==> config.mk <==
export PLATFORM = sky130hd
export DESIGN_NAME = uart_line_rx
export DESIGN_NICKNAME = d
export VERILOG_FILES = /design/src/rtl/uart_rx_pkg.sv /design/src/rtl/uart_rx_cfg_hold.sv /design/src/rtl/uart_rx_front.sv /design/src/rtl/uart_rx_brk.sv /design/src/rtl/uart_rx_frame.sv /design/src/rtl/uart_line_rx.sv
export SDC_FILE = /design/constraint.sdc
export NUM_CORES = 1
export LEC_CHECK = 0
export BUFFER_PORTS_ARGS = -buffer_cell sky130_fd_sc_hd__buf_2
export CAP_MARGIN = 20
export CORE_MARGIN = 2
export CORE_UTILIZATION = 30
export CTS_CLUSTER_SIZE = 14
export DETAILED_ROUTE_END_ITERATION = 8
export SLEW_MARGIN = 10
export SYNTH_ARGS = -nofsm -noshare
export SYNTH_HDL_FRONTEND = slang
export SYNTH_SLANG_ARGS = --single-unit
export TNS_END_PERCENT = 10
==> constraint.sdc <==
create_clock -name clk -period 2.6 [get_ports clk]
set_input_delay 0.39 -clock clk [delete_from_list [all_inputs] [get_ports clk]]
set_output_delay 0.39 -clock clk [all_outputs]
set_load 0.01 [all_outputs]
==> src/rtl/uart_rx_pkg.sv <==
// Package: shared types and helpers for the configurable line receiver.
// Assumes a single clock domain; the line input is already synchronized
// by the time any function here is applied.
package uart_rx_pkg;

    // Captured configuration word, held stable while the receiver runs.
    typedef struct packed {
        logic       pin_inv;
        logic       data_inv;
        logic       swap;
        logic       lin_en;
        logic       par_en;
        logic       par_odd;
        logic [1:0] stop_sel;
    } rx_cfg_t;

    // Stop length codes; the decoding is fixed behaviour.
    localparam logic [1:0] STOP_ONE      = 2'b00;
    localparam logic [1:0] STOP_HALF     = 2'b01;
    localparam logic [1:0] STOP_TWO      = 2'b10;
    localparam logic [1:0] STOP_ONE_HALF = 2'b11;

    typedef enum logic [2:0] {
        ST_IDLE,
        ST_START,
        ST_DATA,
        ST_PAR,
        ST_STOP,
        ST_HOLD
    } rx_state_t;

    // Two-of-three vote over the mid-slot samples.
    function automatic logic maj3(input logic [2:0] v);
        return (v[0] & v[1]) | (v[0] & v[2]) | (v[1] & v[2]);
    endfunction

endpackage

==> src/rtl/uart_rx_cfg_hold.sv <==
// Configuration holder: follows the configuration inputs while the
// receiver is disabled and freezes them while it is enabled.
// Assumes software only changes the inputs in the disabled window.
module uart_rx_cfg_hold
    import uart_rx_pkg::*;
(
    input  logic    clk,
    input  logic    rst_n,
    input  logic    enable,
    input  rx_cfg_t cfg_in,
    output rx_cfg_t cfg_q
);

    // Capture the configuration only while disabled.
    always_ff @(posedge clk) begin
        if (!rst_n) begin
            cfg_q <= '0;
        end else if (!enable) begin
            cfg_q <= cfg_in;
        end
    end

endmodule

==> src/rtl/uart_rx_front.sv <==
// Line front end: selects the pin (normal or swapped), applies the
// optional pin inversion, then synchronizes through SYNC_STAGES flops.
// Assumes SYNC_STAGES >= 2; the output resets to the idle (high) level.
module uart_rx_front #(
    parameter int SYNC_STAGES = 2
) (
    input  logic clk,
    input  logic rst_n,
    input  logic rx_pin,
    input  logic tx_pin,
    input  logic swap,
    input  logic pin_inv,
    output logic line
);

    logic                   raw_lvl;
    logic [SYNC_STAGES-1:0] sync_q;

    // Pick the pin and undo an external inverter before anything else.
    always_comb begin
        raw_lvl = (swap ? tx_pin : rx_pin) ^ pin_inv;
    end

    // Metastability chain; reset to logical idle.
    always_ff @(posedge clk) begin
        if (!rst_n) begin
            sync_q <= '1;
        end else begin
            sync_q <= {sync_q[SYNC_STAGES-2:0], raw_lvl};
        end
    end

    assign line = sync_q[SYNC_STAGES-1];

endmodule

==> src/rtl/uart_rx_brk.sv <==
// Long-break detector: counts consecutive low oversampling ticks and
// pulses once when the count reaches BREAK_BITS bit times.
// Assumes the line input is synchronized; inactive unless lin_en is set.
module uart_rx_brk #(
    parameter int OS         = 16,
    parameter int BREAK_BITS = 11
) (
    input  logic clk,
    input  logic rst_n,
    input  logic enable,
    input  logic lin_en,
    input  logic tick,
    input  logic line,
    output logic break_det
);

    localparam int LIMIT = OS * BREAK_BITS;
    localparam int BCW   = $clog2(LIMIT + 1);
    localparam logic [BCW-1:0] L_LIMIT = BCW'(LIMIT);
    localparam logic [BCW-1:0] L_LAST  = BCW'(LIMIT - 1);

    logic [BCW-1:0] low_cnt;

    // Count low ticks, saturate at the limit, pulse on reaching it.
    always_ff @(posedge clk) begin
        if (!rst_n || !enable || !lin_en) begin
            low_cnt   <= '0;
            break_det <= 1'b0;
        end else begin
            break_det <= 1'b0;
            if (tick) begin
                if (line) begin
                    low_cnt <= '0;
                end else if (low_cnt != L_LIMIT) begin
                    low_cnt <= low_cnt + BCW'(1);
                    if (low_cnt == L_LAST) begin
                        break_det <= 1'b1;
                    end
                end
            end
        end
    end

endmodule

==> src/rtl/uart_rx_frame.sv <==
// Frame engine: finds the start bit, votes each slot from three
// mid-slot samples, shifts data in LSB first, checks parity and stop,
// and emits the byte with its error flags as a one-cycle strobe.
// Assumes a synchronized line and one tick per oversampling period;
// the configuration inputs are stable while enable is high.
module uart_rx_frame
    import uart_rx_pkg::*;
#(
    parameter int DATA_BITS = 8,
    parameter int OS        = 16
) (
    input  logic                 clk,
    input  logic                 rst_n,
    input  logic                 enable,
    input  logic                 tick,
    input  logic                 line,
    input  logic                 data_inv,
    input  logic                 par_en,
    input  logic                 par_odd,
    input  logic                 lin_en,
    input  logic [1:0]           stop_sel,
    output logic [DATA_BITS-1:0] rx_data,
    output logic                 rx_valid,
    output logic                 parity_err,
    output logic                 frame_err
);

    localparam int CW = $clog2(2 * OS);
    localparam int BW = (DATA_BITS > 1) ? $clog2(DATA_BITS) : 1;
    localparam logic [CW-1:0] L_MID      = CW'(OS / 2);
    localparam logic [CW-1:0] L_S0       = CW'(OS / 2 - 1);
    localparam logic [CW-1:0] L_HALF_S0  = CW'(OS / 4 - 1);
    localparam logic [CW-1:0] L_SLOT_END = CW'(OS - 1);
    localparam logic [BW-1:0] L_LAST_BIT = BW'(DATA_BITS - 1);

    rx_state_t             st;
    logic [CW-1:0]         cnt;
    logic [2:0]            smp;
    logic [DATA_BITS-1:0]  shreg;
    logic [BW-1:0]         bitn;
    logic                  pbit;
    logic                  any_high;

    logic [CW-1:0]         stop_last;
    logic [CW-1:0]         stop_s0;
    logic [CW-1:0]         s_base;
    logic                  vote;
    logic [DATA_BITS-1:0]  data_l;
    logic                  par_l;
    logic                  par_bad;

    // Stop-time length and first-stop sample window per stop code.
    always_comb begin
        case (stop_sel)
            STOP_HALF: begin
                stop_last = CW'(OS / 2 - 1);
                stop_s0   = L_HALF_S0;
            end
            STOP_TWO: begin
                stop_last = CW'(2 * OS - 1);
                stop_s0   = L_S0;
            end
            STOP_ONE_HALF: begin
                stop_last = CW'(OS + OS / 2 - 1);
                stop_s0   = L_S0;
            end
            default: begin
                stop_last = L_SLOT_END;
                stop_s0   = L_S0;
            end
        endcase
    end

    // Sample window base for the slot now being received.
    always_comb begin
        s_base = (st == ST_STOP) ? stop_s0 : L_S0;
    end

    // Majority vote and logical decode of the shifted data and parity.
    always_comb begin
        vote    = maj3(smp);
        data_l  = shreg ^ {DATA_BITS{data_inv}};
        par_l   = pbit ^ data_inv;
        par_bad = par_en && (par_l != ((^data_l) ^ par_odd));
    end

    // Frame sequencing, sampling and result registers.
    always_ff @(posedge clk) begin
        if (!rst_n || !enable) begin
            st         <= ST_IDLE;
            cnt        <= '0;
            smp        <= '0;
            shreg      <= '0;
            bitn       <= '0;
            pbit       <= 1'b0;
            any_high   <= 1'b0;
            rx_data    <= '0;
            rx_valid   <= 1'b0;
            parity_err <= 1'b0;
            frame_err  <= 1'b0;
        end else begin
            rx_valid   <= 1'b0;
            parity_err <= 1'b0;
            frame_err  <= 1'b0;
            if (tick) begin
                if (st != ST_IDLE && st != ST_HOLD) begin
                    cnt <= cnt + CW'(1);
                    if (cnt == s_base) begin
                        smp[0] <= line;
                    end
                    if (cnt == s_base + CW'(1)) begin
                        smp[1] <= line;
                    end
                    if (cnt == s_base + CW'(2)) begin
                        smp[2] <= line;
                    end
                end
                case (st)
                    ST_IDLE: begin
                        if (!line) begin
                            st       <= ST_START;
                            cnt      <= CW'(1);
                            any_high <= 1'b0;
                        end
                    end
                    ST_START: begin
                        if (cnt == L_MID && line) begin
                            st <= ST_IDLE;
                        end else if (cnt == L_SLOT_END) begin
                            st   <= ST_DATA;
                            cnt  <= '0;
                            bitn <= '0;
                        end
                    end
                    ST_DATA: begin
                        if (cnt == L_SLOT_END) begin
                            shreg    <= {vote, shreg[DATA_BITS-1:1]};
                            any_high <= any_high | vote;
                            cnt      <= '0;
                            if (bitn == L_LAST_BIT) begin
                                st <= par_en ? ST_PAR : ST_STOP;
                            end else begin
                                bitn <= bitn + BW'(1);
                            end
                        end
                    end
                    ST_PAR: begin
                        if (cnt == L_SLOT_END) begin
                            pbit     <= vote;
                            any_high <= any_high | vote;
                            cnt      <= '0;
                            st       <= ST_STOP;
                        end
                    end
                    ST_STOP: begin
                        if (cnt == stop_last) begin
                            cnt <= '0;
                            if (vote) begin
                                rx_valid   <= 1'b1;
                                rx_data    <= data_l;
                                parity_err <= par_bad;
                                st         <= ST_IDLE;
                            end else if (lin_en && !any_high) begin
                                st <= ST_HOLD;
                            end else begin
                                rx_valid   <= 1'b1;
                                rx_data    <= data_l;
                                parity_err <= par_bad;
                                frame_err  <= 1'b1;
                                st         <= ST_HOLD;
                            end
                        end
                    end
                    ST_HOLD: begin
                        if (line) begin
                            st <= ST_IDLE;
                        end
                    end
                    default: st <= ST_IDLE;
                endcase
            end
        end
    end

endmodule

==> src/rtl/uart_line_rx.sv <==
// Top level: configurable serial line receiver. Holds the configuration
// while enabled, conditions the line, runs the frame engine and the
// long-break detector in parallel on the same conditioned line.
// Assumes os_tick pulses for one cycle at OS times the bit rate.
module uart_line_rx
    import uart_rx_pkg::*;
#(
    parameter int DATA_BITS   = 8,
    parameter int OS          = 16,
    parameter int BREAK_BITS  = 11,
    parameter int SYNC_STAGES = 2
) (
    input  logic                 clk,
    input  logic                 rst_n,
    input  logic                 enable,
    input  logic                 os_tick,
    input  logic                 rx_pin,
    input  logic                 tx_pin,
    input  logic                 cfg_pin_inv,
    input  logic                 cfg_data_inv,
    input  logic                 cfg_swap,
    input  logic                 cfg_lin_en,
    input  logic                 cfg_par_en,
    input  logic                 cfg_par_odd,
    input  logic [1:0]           cfg_stop_sel,
    output logic [DATA_BITS-1:0] rx_data,
    output logic                 rx_valid,
    output logic                 parity_err,
    output logic                 frame_err,
    output logic                 break_det
);

    rx_cfg_t cfg_in;
    rx_cfg_t cfg_q;
    logic    line;

    // Gather the configuration inputs into one word.
    always_comb begin
        cfg_in.pin_inv  = cfg_pin_inv;
        cfg_in.data_inv = cfg_data_inv;
        cfg_in.swap     = cfg_swap;
        cfg_in.lin_en   = cfg_lin_en;
        cfg_in.par_en   = cfg_par_en;
        cfg_in.par_odd  = cfg_par_odd;
        cfg_in.stop_sel = cfg_stop_sel;
    end

    uart_rx_cfg_hold u_cfg (
        .clk    (clk),
        .rst_n  (rst_n),
        .enable (enable),
        .cfg_in (cfg_in),
        .cfg_q  (cfg_q)
    );

    uart_rx_front #(
        .SYNC_STAGES (SYNC_STAGES)
    ) u_front (
        .clk     (clk),
        .rst_n   (rst_n),
        .rx_pin  (rx_pin),
        .tx_pin  (tx_pin),
        .swap    (cfg_q.swap),
        .pin_inv (cfg_q.pin_inv),
        .line    (line)
    );

    uart_rx_frame #(
        .DATA_BITS (DATA_BITS),
        .OS        (OS)
    ) u_frame (
        .clk        (clk),
        .rst_n      (rst_n),
        .enable     (enable),
        .tick       (os_tick),
        .line       (line),
        .data_inv   (cfg_q.data_inv),
        .par_en     (cfg_q.par_en),
        .par_odd    (cfg_q.par_odd),
        .lin_en     (cfg_q.lin_en),
        .stop_sel   (cfg_q.stop_sel),
        .rx_data    (rx_data),
        .rx_valid   (rx_valid),
        .parity_err (parity_err),
        .frame_err  (frame_err)
    );

    uart_rx_brk #(
        .OS         (OS),
        .BREAK_BITS (BREAK_BITS)
    ) u_brk (
        .clk       (clk),
        .rst_n     (rst_n),
        .enable    (enable),
        .lin_en    (cfg_q.lin_en),
        .tick      (os_tick),
        .line      (line),
        .break_det (break_det)
    );

endmodule

==> impl_metrics.yaml <==
worst_setup_path:
  cp-endpoint: "u_frame.st[1]"
  worstSetupPathType: "register to register"
  r2r_start: "u_frame.cnt[0]"
  cp-startpoint: "u_frame.cnt[0]"
  rrSetupSlack_ns: 0.24
  arrival_ns: 2.61
  r2r_end: "u_frame.st[1]"
  required_ns: 2.84
  end_kind: "register"
  cp_max_fo: 6
  startpoint_type: "register"
  r2r_cells: 8
pwr:
  clkPwrFrac_pct: 34.9
  powerDensity_mw_per_mm2: 476
  combPwrFrac_pct: 6.4
  seqPwrFrac_pct: 58.6
  power_switching_share_pct: 25.7
  power_leakage_nw: 1.10
  vdd.ir_drop.worst_uv: 271
  p_int_w: 0.00108
  switchingPower_w: 0.000373
clock_network:
  cts_setup_buffers: 0
  cts_tree: "built"
  htree_levels: 2
  cts_max_path_buffers: 2
  clk_latency_ns: 0.32
  cts.sinks: 54
  clockRootBuffer: "clkbuf_8"
  cts_hold_buf: 0
  numCtsBuffers: 5
  post_cts_resize_count: 0
  cts.clk_slew.worst_paths_ns: 0.11
run:
  drv_cap: 0
die:
  core_area_mm2: 0.00876
  die_w_um: 99.2
  rows: 34
  dieArea_mm2: 0.00984
  start_util_pct: 31.0
  io_pins: 26
  fp.dieH_um: 99.2
drt:
  drc: 0
  drt-wirelength-per-cell_um: 13.1
  routed_wl_um: 5630
  vias: 2150
  drt-pass1-iter-count: 4
  antenna_left: 0
  avgViaCountPerCell: 5.01
  drtIter0Drc: 107
run_status:
  status: "finished, final reports clean"
placed_design:
  gp_congestion: 0.881
  placed_area_mm2: 0.00295
  pre_cts_ws_ns: 0.281
  hpwl_um: 4150
  io_buffer_count: 25
final_layout:
  synthToLayoutAreaGrowth_pct: 12.1
  n_antenna_cell: 0
  final_common_cell: "dfxtp_1"
  nNetsFinal: 342
  fin_area_mm2: 0.00305
  layout_common_cells: "dfxtp_1 (54), nor2_1 (32), buf_2 (25)"
  postLayoutCoreUtil_pct: 34.8
  drive_above_1_share_pct: 16.5
sta:
  setup_tns_ns: 0
  rsz0062_at_grt: "false"
  skew_ns: 0.0128
  setup_viol: 0
  finalHoldViolCount: 0
  worst_slack_ns: 0.236
  fin_crit_sh_pct: 90.9
  max_freq_ghz: 0.423
  maxSlewViolCount: 0
  worst_pin_slew_ns: 0.510
  slew_headroom_pct: 65.1
  min_period_ns: 2.36
grt:
  gr-usage-met1_pct: 16.5
  met3_usage_pct: 2.04
  grt_pass1_wl_um: 9720
  grt_util_all_layers_pct: 12.0
  grt_max_degree: 28
  grt_use_met2_pct: 19.1
  antenna_found_initial: 0
  grt_overflow: 0
  busiest_layer: "met2"
  grt_pass1_vias: 2014
logic_synthesis:
  synth_warnings: 0
  synth-edff-count: 0
  syn_area_per_cell_um2: 9.19
  synth_area_mm2: 0.00272
  yosysSeqAreaShare_pct: 39.7
  synth_area_leaders: "dfxtp_1 (40%), mux2i_1 (8.5%), xnor2_1 (6.1%), nor2_1 (4.4%), ha_1 (3.7%)"
  yosys.area_share.simple_pct: 21.6
  synth_top_family_by_area: "simple AND/OR/NAND/NOR gates"
  synth_mux_area_share_pct: 8.88
  synthXorXnorAreaFrac_pct: 8.37
  synth.ff_latch_count: 54
  synth_ff_type: "dfxtp_1"
  synth_top_area_share_pct: 39.7
  async_flop_share_pct: 0
  yosysTopAreaCell: "dfxtp_1"
  syn-instance-count: 296
  synth_compound_area_share_pct: 13.3
  synth_cell_type_count: 55
  synth_fa_ha_area_share_pct: 4.05
  syn_nets: 318
hold_path:
  whs_path_depth: 3
  hold_class: "primary input to register"
[worst min-delay path by stage]
stage                     slack, ns              start           endpoint
final                          0.32    cfg_stop_sel[0]     u_cfg.cfg_q[0]
after global routing           0.32    cfg_stop_sel[0]     u_cfg.cfg_q[0]
after CTS                      0.31        cfg_par_odd     u_cfg.cfg_q[2]
after detailed placement       0.41  u_front.sync_q[0]  u_front.sync_q[1]
after floorplan                0.39  u_front.sync_q[0]  u_front.sync_q[1]
after global placement         0.39  u_front.sync_q[0]  u_front.sync_q[1]
[cells by family (layout without fill, tap and decap cells)]
group	after synthesis	in the layout
simple gates	108	108
flops	54	54
compound gates	50	50
xor+xnor	26	26
buf+inv	25	50
mux	24	24
fa+ha+maj	9	9
[sequential cells by signal, summed over array words and instances (netlist names)]
| name | flops |
|---|---|
| u_frame.pbit | 1 |
| u_frame.parity_err | 1 |
| u_frame.smp | 3 |
| u_brk.low_cnt | 8 |
| u_frame.cnt | 5 |
| u_frame.st | 3 |
| u_frame.rx_valid | 1 |
| u_frame.rx_data | 8 |
| u_brk.break_det | 1 |
| u_frame.shreg | 8 |
| u_frame.bitn | 3 |
| u_front.sync_q | 2 |
| u_cfg.cfg_q | 8 |
| u_frame.frame_err | 1 |
| u_frame.any_high | 1 |
[power groups by stage]
| stage | Sequential, W | Combinational, W | Clock [W] |
|---|---|---|---|
| final | 0.000851 | 0.0000935 | 0.000507 |
| after floorplan | 0.000861 | 0.0000725 | 0 |
| after global routing | 0.000853 | 0.000105 | 0.000554 |
| after CTS | 0.000851 | 0.0000942 | 0.000524 |
| after global placement | 0.000870 | 0.0000922 | 0 |
| after detailed placement | 0.000870 | 0.0000938 | 0 |
[layout make-up]
| class | instances | area (µm²) |
|---|---|---|
| inverter | 12 | 45.0 |
| tap | 108 | 135 |
| clock buffer | 5 | 68.8 |
| timing repair buffer | 30 | 163 |
| sequential | 54 | 1080 |
| clock inverter | 3 | 28.8 |
| multi-input combinational | 217 | 1530 |
| fill | 911 | 5710 |
[worst max-delay path, cell delays in order (launching register included)]
cell and delay (ns):
dfxtp_1 0.43, ha_1 0.27, and3_1 0.19, ha_1 0.22, or2_2 0.13, a311oi_1 0.04
nor4b_2 0.47, or4b_1 0.47, o31ai_1 0.08
[routing by layer]
| metal | wire [µm] | up-vias |
|---|---|---|
| met5 | 0 | - |
| li1 | - | 1095 |
| met3 | 217 | 6 |
| met1 | 2740 | 1006 |
| met4 | 79 | 0 |
| met2 | 2590 | 43 |
[stage by stage]
| stage | std cells | total power (W) | hold slack, ns |
|---|---|---|---|
| finish | 429 | 0.00145 | 0.317 |
| CTS | 429 | 0.00147 | 0.309 |
| global route | 429 | 0.00151 | 0.322 |
| floorplan | 296 | 0.000934 | 0.386 |
| detailed placement | 421 | 0.000964 | 0.405 |
| global placement | 421 | 0.000962 | 0.388 |
[cell usage after synthesis (all sizes together) (2+ instances only)]
library cell and n:
a31oi 3, o2111ai 3, a211oi 10, xor2 7
and2 2, dfxtp 54, inv 12, nor2 35
and3 4, mux2i 23, nand4 7, o32ai 2
ha 8, a21oi 9, nand3 3, nor2b 11
o21ai 8, nand2 19, nor4 2, nor4b 2
or4b 2, xnor2 19, or3 2, buf 7
nand2b 7, nor3 6, clkbuf 6, or3b 2
o31ai 3
Note: power is estimated with default switching activity, not from simulation.
